`config.mk`:
```
export PLATFORM = sky130hd
export DESIGN_NAME = ptw_walker
export DESIGN_NICKNAME = d
export VERILOG_FILES = /design/src/rtl/ptw_pkg.sv /design/src/rtl/ptw_va_split.sv /design/src/rtl/ptw_walk_ctrl.sv /design/src/rtl/ptw_walker.sv
export SDC_FILE = /design/constraint.sdc
export NUM_CORES = 1
export LEC_CHECK = 0
export ABC_AREA = 1
export BUFFER_PORTS_ARGS = -buffer_cell sky130_fd_sc_hd__buf_2
export CORE_MARGIN = 2
export CORE_UTILIZATION = 56
export DETAILED_ROUTE_END_ITERATION = 12
export PLACE_DENSITY = 0.9
export SLEW_MARGIN = 15
export SYNTH_ARGS = -nofsm -noshare
export SYNTH_HDL_FRONTEND = slang
export SYNTH_SLANG_ARGS = --single-unit
```
`constraint.sdc`:
```
create_clock -name clk -period 6.81 [get_ports clk]
set_clock_uncertainty 0.1 [all_clocks]
set_input_delay 1.7025 -clock clk [delete_from_list [all_inputs] [get_ports clk]]
set_output_delay 1.7025 -clock clk [all_outputs]
set_load 0.01 [all_outputs]
```
`src/rtl/ptw_pkg.sv`:
```
package ptw_pkg;
  localparam int ADDR_BITS = 32;
  localparam int PAGE_OFF_BITS = 12;
  localparam int LVL_IDX_BITS = 10;
  localparam int ENTRY_BYTES = 4;

  typedef enum logic [2:0] {
    WK_IDLE,
    WK_L1_REQ,
    WK_L1_WAIT,
    WK_L2_REQ,
    WK_L2_WAIT
  } walk_state_e;
endpackage

```
`src/rtl/ptw_va_split.sv`:
```
module ptw_va_split #(
  parameter int ADDR_W = 32,
  parameter int OFF_W  = 12,
  parameter int IDX_W  = 10
) (
  input  logic [ADDR_W-1:0] va,
  output logic [IDX_W-1:0]  hi_idx,
  output logic [IDX_W-1:0]  lo_idx,
  output logic [OFF_W-1:0]  pg_off
);
  localparam int LO_TOP = OFF_W + IDX_W;

  assign pg_off = va[OFF_W-1:0];
  assign lo_idx = va[LO_TOP-1:OFF_W];
  assign hi_idx = va[ADDR_W-1:LO_TOP];
endmodule

```
`src/rtl/ptw_walk_ctrl.sv`:
```
module ptw_walk_ctrl
  import ptw_pkg::*;
#(
  parameter int ADDR_W = 32,
  parameter int OFF_W  = 12,
  parameter int IDX_W  = 10,
  parameter int PTE_B  = 4
) (
  input  logic              clk,
  input  logic              rst,
  input  logic              req_valid,
  output logic              req_ready,
  input  logic [ADDR_W-1:0] req_vaddr,
  input  logic [ADDR_W-1:0] tbl_base,
  output logic              busy,
  output logic              mem_req_valid,
  input  logic              mem_req_ready,
  output logic [ADDR_W-1:0] mem_req_addr,
  input  logic              mem_rsp_valid,
  input  logic [ADDR_W-1:0] mem_rsp_data,
  output logic              done,
  output logic              fault,
  output logic              fault_level,
  output logic [ADDR_W-1:0] paddr,
  output logic [ADDR_W-1:0] va_q,
  input  logic [IDX_W-1:0]  hi_idx,
  input  logic [IDX_W-1:0]  lo_idx,
  input  logic [OFF_W-1:0]  pg_off
);
  localparam int PTE_SHIFT = $clog2(PTE_B);

  function automatic logic [ADDR_W-1:0] entry_addr(input logic [ADDR_W-1:0] base,
                                                    input logic [IDX_W-1:0]  idx);
    logic [ADDR_W-1:0] scaled;
    scaled = ADDR_W'(idx) << PTE_SHIFT;
    return base + scaled;
  endfunction

  function automatic logic [ADDR_W-1:0] next_table(input logic [ADDR_W-1:0] e);
    return {e[ADDR_W-1:1], 1'b0};
  endfunction

  function automatic logic [ADDR_W-1:0] join_pa(input logic [ADDR_W-1:0] e,
                                                 input logic [OFF_W-1:0]  off);
    return {e[ADDR_W-1:OFF_W], off};
  endfunction

  walk_state_e       state;
  logic [ADDR_W-1:0] base_q;
  logic [ADDR_W-1:0] l2_base_q;

  logic ev_accept, ev_l1_rsp, ev_l2_rsp, ev_req_fire;
  assign ev_accept   = req_valid && (state == WK_IDLE);
  assign ev_l1_rsp   = (state == WK_L1_WAIT) && mem_rsp_valid;
  assign ev_l2_rsp   = (state == WK_L2_WAIT) && mem_rsp_valid;
  assign ev_req_fire = mem_req_valid && mem_req_ready;

  assign req_ready     = (state == WK_IDLE);
  assign busy          = (state != WK_IDLE);
  assign mem_req_valid = (state == WK_L1_REQ) || (state == WK_L2_REQ);
  assign mem_req_addr  = (state == WK_L2_REQ) ? entry_addr(l2_base_q, lo_idx)
                                              : entry_addr(base_q, hi_idx);

  always_ff @(posedge clk) begin
    if (rst) begin
      state       <= WK_IDLE;
      va_q        <= '0;
      base_q      <= '0;
      l2_base_q   <= '0;
      done        <= 1'b0;
      fault       <= 1'b0;
      fault_level <= 1'b0;
      paddr       <= '0;
    end else begin
      done <= 1'b0;
      unique case (state)
        WK_IDLE: if (ev_accept) begin
          va_q   <= req_vaddr;
          base_q <= tbl_base;
          state  <= WK_L1_REQ;
        end
        WK_L1_REQ: if (ev_req_fire) state <= WK_L1_WAIT;
        WK_L1_WAIT: if (ev_l1_rsp) begin
          if (mem_rsp_data[0]) begin
            l2_base_q <= next_table(mem_rsp_data);
            state     <= WK_L2_REQ;
          end else begin
            done        <= 1'b1;
            fault       <= 1'b1;
            fault_level <= 1'b0;
            state       <= WK_IDLE;
          end
        end
        WK_L2_REQ: if (ev_req_fire) state <= WK_L2_WAIT;
        WK_L2_WAIT: if (ev_l2_rsp) begin
          done        <= 1'b1;
          fault       <= ~mem_rsp_data[0];
          fault_level <= 1'b1;
          if (mem_rsp_data[0]) paddr <= join_pa(mem_rsp_data, pg_off);
          state <= WK_IDLE;
        end
        default: state <= WK_IDLE;
      endcase
    end
  end

  a_r1_idle_after_reset: assert property (@(posedge clk)
    rst |=> (!busy && !done && !mem_req_valid && req_ready));

  a_r2_ignore_when_busy: assert property (@(posedge clk) disable iff (rst)
    (req_valid && busy) |=> $stable(va_q));

  a_r4_l1_fault: assert property (@(posedge clk) disable iff (rst)
    (ev_l1_rsp && !mem_rsp_data[0]) |=> (done && fault && !fault_level && !mem_req_valid));

  a_r6_l2_fault: assert property (@(posedge clk) disable iff (rst)
    (ev_l2_rsp && !mem_rsp_data[0]) |=> (done && fault && fault_level));

  a_r7_offset_pass: assert property (@(posedge clk) disable iff (rst)
    (ev_l2_rsp && mem_rsp_data[0]) |=> (done && !fault && paddr[OFF_W-1:0] == $past(va_q[OFF_W-1:0])));

  a_r8_req_hold: assert property (@(posedge clk) disable iff (rst)
    (mem_req_valid && !mem_req_ready) |=> (mem_req_valid && $stable(mem_req_addr)));

  a_r8_no_req_after_fire: assert property (@(posedge clk) disable iff (rst)
    ev_req_fire |=> !mem_req_valid);

  a_r9_done_pulse: assert property (@(posedge clk) disable iff (rst)
    done |=> !done);
endmodule

```
`src/rtl/ptw_walker.sv`:
```
module ptw_walker
  import ptw_pkg::*;
#(
  parameter int ADDR_W = ADDR_BITS,
  parameter int OFF_W  = PAGE_OFF_BITS,
  parameter int IDX_W  = LVL_IDX_BITS,
  parameter int PTE_B  = ENTRY_BYTES
) (
  input  logic              clk,
  input  logic              rst,
  input  logic              req_valid,
  output logic              req_ready,
  input  logic [ADDR_W-1:0] req_vaddr,
  input  logic [ADDR_W-1:0] tbl_base,
  output logic              busy,
  output logic              mem_req_valid,
  input  logic              mem_req_ready,
  output logic [ADDR_W-1:0] mem_req_addr,
  input  logic              mem_rsp_valid,
  input  logic [ADDR_W-1:0] mem_rsp_data,
  output logic              done,
  output logic              fault,
  output logic              fault_level,
  output logic [ADDR_W-1:0] paddr
);
  logic [ADDR_W-1:0] va_q;
  logic [IDX_W-1:0]  hi_idx, lo_idx;
  logic [OFF_W-1:0]  pg_off;

  ptw_va_split #(.ADDR_W(ADDR_W), .OFF_W(OFF_W), .IDX_W(IDX_W)) split_i (
    .va(va_q), .hi_idx(hi_idx), .lo_idx(lo_idx), .pg_off(pg_off)
  );

  ptw_walk_ctrl #(.ADDR_W(ADDR_W), .OFF_W(OFF_W), .IDX_W(IDX_W), .PTE_B(PTE_B)) ctrl_i (
    .clk(clk), .rst(rst),
    .req_valid(req_valid), .req_ready(req_ready), .req_vaddr(req_vaddr), .tbl_base(tbl_base),
    .busy(busy),
    .mem_req_valid(mem_req_valid), .mem_req_ready(mem_req_ready), .mem_req_addr(mem_req_addr),
    .mem_rsp_valid(mem_rsp_valid), .mem_rsp_data(mem_rsp_data),
    .done(done), .fault(fault), .fault_level(fault_level), .paddr(paddr),
    .va_q(va_q), .hi_idx(hi_idx), .lo_idx(lo_idx), .pg_off(pg_off)
  );
endmodule

```
**Word-level counts from Yosys, hierarchy flattened**

Index checks and enable logic that the tools add are counted.

- Muxes and demuxes: 20
- Add/sub/neg operators: 2
- Eq/ne operators: 10
- Reduce and logical (&&, ||, !) cells: 13
- Bitwise logic cells: 1

Operator list:

| operator | number |
|---|---|
| 32-bit by 12-bit adder with 32-bit output | 2 |
| 32-bit 2-to-1 mux | 1 |
| 3-bit 2-to-1 mux | 5 |
| 3-bit one-hot mux with 5 select lines | 1 |
| 2-bit by 1-bit != test with 1-bit output, second input constant | 5 |
| 1-bit 2-to-1 mux | 9 |
| 3-bit by 2-bit == test with 1-bit output, second input constant | 2 |
| 1-bit one-hot mux with 2 select lines | 3 |
| 3-bit AND reduction | 2 |
| 5-bit AND reduction | 1 |
| 1-bit logical AND | 4 |
| 4-bit AND reduction | 1 |
| 3-bit by 1-bit == test with 1-bit output, second input constant | 1 |
| 3-bit == test, second input constant | 1 |
| 3-bit zero test | 1 |
| 3-bit nonzero test | 1 |
| 2-bit 2-to-1 mux | 1 |
| 2-bit != test, second input constant | 1 |
| 2-bit AND reduction | 1 |
| 2-bit nonzero test | 1 |
| 1-bit logical OR | 1 |
| 1-bit inverter | 1 |

- Flip-flop bits (word level): 133
- Input port bits: 101
- Word-level logic and storage cells: 54
- Output and inout port bits: 70

**Logic depth before layout (Yosys ltp)**

Gate-level depths: netlist of run 1.

- Word-level depth: 5
- Depth in mapped cells: 13
- Mapped depth without buffers: 13

**Hierarchy**

Synthesis of run 1 repeated with hierarchy kept, for this count alone.

- Cell total of the unflattened synthesis: 1231
- Area total of the unflattened synthesis: 8129.0 um2

Modules (own cells, without submodules):

| module | cells each | seq. area each (um2) | times used | area each (um2) |
|---|---|---|---|---|
| ptw_walk_ctrl | 1199 | 2662.6 | 1 | 7888.8 |
| ptw_va_split | 32 | 0.0 | 1 | 240.2 |

**Worst setup path before layout of run 1**

OpenSTA, ideal clock, no wires.

- Path type: flip-flop to output port
- From: register ctrl_i.base_q[2]
- To: output port mem_req_addr[14]
- Arrival: 1838 ps
- Cell stages (with the launch flop): 9
- Data required time: 5007 ps
- Slack: 3169 ps
- Path buffers: 0
- Cell sequence: dfxtp_1 > ha_1 > fa_1 > nand3_1 > nand3_1 > nand3_1 > nand3_2 > xor2_1 > o21ai_0

- Longest elaborated chain between the ends: 2

RTL lines:

| item | line | RTL |
|---|---|---|
| start: declaration | ptw_walk_ctrl.sv:49 | `logic [ADDR_W-1:0] base_q;` |
| start signal: assignment | ptw_walk_ctrl.sv:79 | `base_q <= tbl_base;` |
| 32-bit by 12-bit adder with 32-bit output | ptw_walk_ctrl.sv:36 | `return base + scaled;` |
| 32-bit 2-to-1 mux | ptw_walk_ctrl.sv:61 | `assign mem_req_addr = (state == WK_L2_REQ) ? entry_addr(l2_base_q, lo_idx)` |
| end: declaration | ptw_walker.sv:18 | `output logic [ADDR_W-1:0] mem_req_addr,` |

No other way between the ends.

**Worst setup path after layout of run 1**

Ends and elaborated chain as after synthesis.

==> results of run 1 <==
## cell type report
cell class / count / area (µm²)
fillers: 1296 / 4519
multi-input cells: 878 / 4388
flip-flops and latches: 133 / 2663
well taps: 180 / 225.2
clock buffers: 17 / 425.4
repair buffers: 174 / 883.3
inverters: 121 / 454.2
clock inverters: 15 / 215.2
## cells in the mapped netlist, drive strengths merged, types with 19 or more instances
master,n
nand3,189
o21ai,21
buf,38
dfxtp,133
a21oi,112
nand2,355
a211oi,36
ha,20
inv,121
clkbuf,19
nor2,101
## where the power goes
| part | internal [mW] | total (mW) | leakage, nW | switching (mW) |
|---|---|---|---|---|
| clock | 0.623 | 1.00 | 0.309 | 0.378 |
| combinational | 0.312 | 0.919 | 3.02 | 0.607 |
| sequential | 0.916 | 1.04 | 1.08 | 0.120 |
## state kept, by name, summed over array words and instances (netlist names)
signal and flops:
ctrl_i.fault_level 1, ctrl_i.fault 1, ctrl_i.paddr 32, ctrl_i.l2_base_q 31, ctrl_i.done 1, ctrl_i.va_q 32, ctrl_i.base_q 32, ctrl_i.state 3
## layer usage
metal	share of wire, %	GRT usage [%]
met3	8.2	7.807
met5	0.057	0
met2	45	48.13
met4	2.6	10.99
met1	44	41.90
## worst reg2reg max path, stage by stage (launching register included)
cell	delay [ns]
dfxtp_1	0.36
nor2_2	0.12
nand2_1	0.11
inv_2	0.55
nand2_2	0.25
buf_4	0.42
nor2_1	0.35
a211oi_1	0.07
## kinds of logic (layout without fill, tap and decap cells)
kind of cell	count (synthesis)	in the layout	share of synthesized area, %
AOI/OAI and AO/OA	173	173	13.35
buffers and inverters	178	327	9.958
DFF	133	133	34.02
xor gates and xnor gates	13	13	1.455
and+or+nand+nor	670	670	37.52
adders and majority gates	22	22	3.708
## worst min-delay path by stage
stage / start / to / slack (ns)
after floorplan: ctrl_i.base_q[1] / ctrl_i.base_q[1] / 0.33
after global placement: ctrl_i.paddr[14] / ctrl_i.paddr[14] / 0.35
after detailed placement: ctrl_i.paddr[12] / ctrl_i.paddr[12] / 0.35
after CTS: ctrl_i.paddr[25] / ctrl_i.paddr[25] / 0.36
after global routing: ctrl_i.paddr[29] / ctrl_i.paddr[29] / 0.38
final: ctrl_i.paddr[19] / ctrl_i.paddr[19] / 0.36
==> metrics.cfg, run 1 <==
[route]
viasPerCell = 5.468
drt-pass1-iter-count = 6
drc = 0
wl_per_cell_um = 15.02
ant_nets = 0
num_vias = 8300
first_iter_violations = 702
routed_wl_um = 22810

[global_route]
overflow = 0
grt_pass1_vias = 7608
grt_pass1_wl_um = 36650
antenna_found_initial = 1
grt_max_degree = 79
grt.total_usage_pct = 31.00

[die]
io_pins = 171
start_util_pct = 56.83
die_y_um = 122.2
coreArea_um2 = 13770
die_w_um = 122.2
die_area_um2 = 14940
rows = 43

[clock_network]
numCtsBuffers = 17
cts.repair.resized = 0
cts_tree = built
post_cts_buffers = 0
path_clk_slew_ns = 0.06
root_buffer = clkbuf_16
cts-hold-fix-buffers = 0
clock-sinks = 133
htreeDepth = 4
clk_path_buf_depth = 2
clkLatencyLatePin_ns = 0.43

[worst_setup_path]
r2r_start = ctrl_i.state[1]
start_kind = flop
cp-end-kind = output port
crit_cells = 9
reg2reg_depth = 7
slowest_stage = fa_1
critPathLaunch = ctrl_i.base_q[2]
critical_path_class = flop to output port
arrival_ns = 2.69
crit_path_max_incr_delay_ns = 0.44
worst-endpoint-required_ns = 5.01
rrSetupSlack_ns = 4.32
worstSetupEndpoint = mem_req_addr[14]
cp_num_buf_inv = 1
crit_top_cell = nand3_1
path_cells = ha_1 -> fa_1 -> nand3_1 -> nand3_1 -> nand3_1 -> nand3_2 -> xor2_1 -> o21ai_0 -> buf_2
reg2reg_to = ctrl_i.base_q[16]
critical_path.top_delay_family = adder cells
cp_max_fo = 9

[layout]
layout_commonest_cell = nand2_1
drive_above_1_share_pct = 19.36
final_nets = 1448
layout_common_cells = 345 x nand2_1, 181 x nand3_1, 169 x buf_2, 133 x dfxtp_1, 116 x inv_1
antenna-diode-count = 0
final_util_pct = 67.19
final_cells = 1518
syn_to_final_growth_pct = 18.22
final_area_um2 = 9254

[timing]
fin_setup_tns_ns = 0
fmax_mhz = 222.6
worstMarginPinSlew_ns = 1.024
relSlewSlack_pct = 31.60
hold-worst-slack_ns = 0.3620
fin_crit_ns = 4.493
rsz0062_at_grt = false
setup_ws_ns = 2.317
hold_violations = 0
fin_crit_sh_pct = 65.98
maxSlewViolCount = 0
setup_viol = 0

[logic_synthesis]
synth_nets = 1312
syn_area_per_cell_um2 = 6.583
ys.flop_type = dfxtp_1
ys_seq_elements = 133
ys_seq_area_share_pct = 34.02
synth_edf_count = 0
synth_top_area_cell = dfxtp_1
ys_top_cells_by_area = dfxtp_1 34%, nand2_1 17%, nand3_1 12%, a21oi_1 7.1%, inv_1 5.6%
netlist.area_leader.share_pct = 34.02
yosysUniqueCellTypes = 39
syn_area_um2 = 7828
syn_inst = 1189
async_flop_share_pct = 0
yosysWarnings = 0

[pwr]
powerDensity_nw_per_um2 = 319.4
max-vdd-ir-drop_mv = 0.2536
p_leak_nw = 4.415
power_mw = 2.956

[placed_design]
dp_slack_ns = 2.848
io_buffers = 170
gp_congestion = 0.9729
place_area_um2 = 8613
place_hpwl_um = 16710
dp_cells = 1486

[worst_hold_path]
holdCritPathClass = flop to flop
holdPathStages = 2

[flow_run]
max_cap_viol_count = 0

[status]
status = finished clean

Note: power is estimated with default switching activity, not from simulation.
==> run 2: changes to the inputs <==
--- a/config.mk
+++ b/config.mk
@@ -5,12 +5,12 @@
 export SDC_FILE = /design/constraint.sdc
 export NUM_CORES = 1
 export LEC_CHECK = 0
-export ABC_AREA = 1
+export ABC_AREA = 0
 export BUFFER_PORTS_ARGS = -buffer_cell sky130_fd_sc_hd__buf_2
 export CORE_MARGIN = 2
-export CORE_UTILIZATION = 56
+export CORE_UTILIZATION = 48
 export DETAILED_ROUTE_END_ITERATION = 12
-export PLACE_DENSITY = 0.9
+export PLACE_DENSITY = 0.84
 export SLEW_MARGIN = 15
 export SYNTH_ARGS = -nofsm -noshare
 export SYNTH_HDL_FRONTEND = slang
==> constraint.sdc (replaced) <==
create_clock -name clk -period 3.9 [get_ports clk]
set_clock_uncertainty 0.1 [all_clocks]
set_input_delay 0.975 -clock clk [delete_from_list [all_inputs] [get_ports clk]]
set_output_delay 0.975 -clock clk [all_outputs]
set_load 0.01 [all_outputs]
==> run 2 against run 1 <==
Against the previous run: via count is 22% lower; clock power is 69% higher; cell count is 20% lower; design area is 9.7% lower; utilization is 6.5 points lower; first-iteration DRC count is 50% lower; critical path depth stayed put; global-route usage is 5.8 points lower; combinational power is 54% lower; critical path type unchanged; largest cell class unchanged; largest power group is now clock; highest routed layer is now met4.
==> metrics.cfg, run 2 <==
[status]
status = finished clean

[route]
wl_per_cell_um = 15.20
num_vias = 6485
ant_nets = 0
drc = 0
drt-pass1-iter-count = 5
first_iter_violations = 349
viasPerCell = 5.342
routed_wl_um = 18450

[die]
die_y_um = 122.3
io_pins = 171
die_w_um = 122.3
rows = 43
die_area_um2 = 14950
coreArea_um2 = 13770
start_util_pct = 48.76

[timing]
fin_crit_ns = 3.814
fin_crit_sh_pct = 97.80
maxSlewViolCount = 0
rsz0062_at_grt = true
setup_viol = 0
hold_violations = 0
worstMarginPinSlew_ns = 0.9072
fmax_mhz = 262.2
setup_ws_ns = 0.08591
relSlewSlack_pct = 39.52

[logic_synthesis]
synthTopCellsByCount = 281 x nand2_1, 146 x a21oi_1, 133 x dfxtp_1
syn_area_per_cell_um2 = 7.701
syn_inst = 872
yosysWarnings = 0
synth_nets = 995
syn_area_um2 = 6715
synth_top_area_cell = dfxtp_1
ys.flop_type = dfxtp_1
ys_seq_elements = 133
yosysUniqueCellTypes = 60
ys_top_cells_by_area = dfxtp_1 40%, nand2_1 16%, a21oi_1 11%, xnor2_1 4.7%, ha_1 3.7%
synth_edf_count = 0
ys_seq_area_share_pct = 39.65
netlist.area_leader.share_pct = 39.65
async_flop_share_pct = 0
yosysMostFrequentCell = nand2_1

[global_route]
grt_pass1_wl_um = 29650
grt_max_degree = 88
overflow = 0
antenna_found_initial = 0
grt.total_usage_pct = 25.18
grt_pass1_vias = 6219

[placed_design]
io_buffers = 170
place_hpwl_um = 13290
gp_congestion = 0.9277
dp_slack_ns = 0.3621

[pwr]
max-vdd-ir-drop_mv = 0.4323
powerDensity_nw_per_um2 = 427.3
p_seq_share_pct = 41.0
swShare_pct = 25.05
power_frac_comb_pct = 11.8
p_leak_nw = 3.477
p_switching_uw = 894.6
clockPowerShare_pct = 47.2
power.internal_mw = 2.677
power_mw = 3.572

[layout]
largest_registers = ctrl_i.base_q (32), ctrl_i.paddr (32), ctrl_i.va_q (32)
drive_above_1_share_pct = 23.31
syn_to_final_growth_pct = 24.48
layout_commonest_cell = nand2_1
layout_common_cells = 279 x nand2_1, 169 x buf_2, 146 x a21oi_1, 133 x dfxtp_1, 36 x xnor2_1
final_nets = 1145
antenna-diode-count = 0
fillers = 1295

[clock_network]
clk_path_buf_depth = 2
root_buffer = clkbuf_16
clkLatencyLatePin_ns = 0.42
clock-sinks = 133
numCtsBuffers = 17
path_clk_slew_ns = 0.06
htreeDepth = 4
cts_tree = built

[worst_hold_path]
holdCritPathClass = flop to flop

[worst_setup_path]
cp-end-kind = output port
cp_max_fo = 3
arrival_ns = 2.74
critical_path_class = flop to output port
start_kind = flop
worst-endpoint-required_ns = 2.82

[flow_run]
max_cap_viol_count = 0

run 2: worst max-delay path, stage by stage (launching register included):
cell and delay [ns]:
dfxtp_1 0.31, ha_1 0.22, fa_2 0.39, a211oi_4 0.27, nor2_1 0.10, o21a_1 0.20
o41a_1 0.35, xnor2_1 0.15, mux2i_1 0.16, buf_2 0.16
run 2: cell type report:
cell class                      count  area [µm²]  area share, %
Inverter                           11       41.29         0.4939
Sequential cell                   133        2663          31.85
Multi-Input combinational cell    678        3844          45.98
Clock buffer                       20       446.7          5.344
Clock inverter                     11       175.2          2.095
Timing Repair Buffer              181       964.7          11.54
Tap cell                          180       225.2          2.694
run 2: kinds of logic (layout without fill, tap and decap cells):
group	after synthesis	in the layout	share of synthesized area [%]
buffers and inverters	61	223	3.726
and+or+nand+nor	363	363	22.96
muxes	26	26	3.950
adders and majority gates	22	22	4.323
DFF	133	133	39.65
AOI/OAI and AO/OA	214	214	18.48
xor gates and xnor gates	53	53	6.913
run 2: power groups by stage:
stage | clock network [mW] | logic (mW) | registers (mW)
detailed placement | 0 | 0.416 | 1.49
CTS | 1.71 | 0.420 | 1.46
finish | 1.69 | 0.420 | 1.47
global route | 1.77 | 0.468 | 1.47
global placement | 0 | 0.410 | 1.49
floorplan | 0 | 0.269 | 1.48
run 2: stage by stage:
step	hold slack [ns]	std cells	TNS [ns]	utilization, %	area, µm²
after floorplan	0.3317	872	0	-	6715
after global placement	0.3365	1183	0	55.95	7706
after detailed placement	0.3446	1183	0	55.95	7706
after CTS	0.3526	1214	0	60.59	8346
after global routing	0.3681	1214	-0.08189	60.69	8359
final	0.3502	1214	0	60.69	8359
run 2: worst paths after layout:
check / slack [ns] / cells past startpoint / from / end
worst max-delay path: 0.09 / 9 / ctrl_i.l2_base_q[2] / mem_req_addr[10]
worst min-delay path: 0.35 / 2 / ctrl_i.paddr[1] / ctrl_i.paddr[1]
worst max register to register: 1.78 / 5 / ctrl_i.state[1] / ctrl_i.va_q[21]
worst min register to register: 0.35 / 2 / ctrl_i.paddr[1] / ctrl_i.paddr[1]
run 2: routing by layer:
| layer | up-vias | track usage, % | share of wire, % |
|---|---|---|---|
| li1 | 3258 | - | - |
| met1 | 3019 | 31.63 | 45 |
| met2 | 182 | 41.98 | 48 |
| met3 | 26 | 6.366 | 5.7 |
| met4 | 0 | 8.836 | 1.9 |
| met5 | - | 0 | 0 |
run 2: timing repair:
item	CTS	global route
pin swaps	0	2
hold buffers	0	0
resized for setup	4	4
endpoints found under the setup margin	9	12
setup buffers	0	0
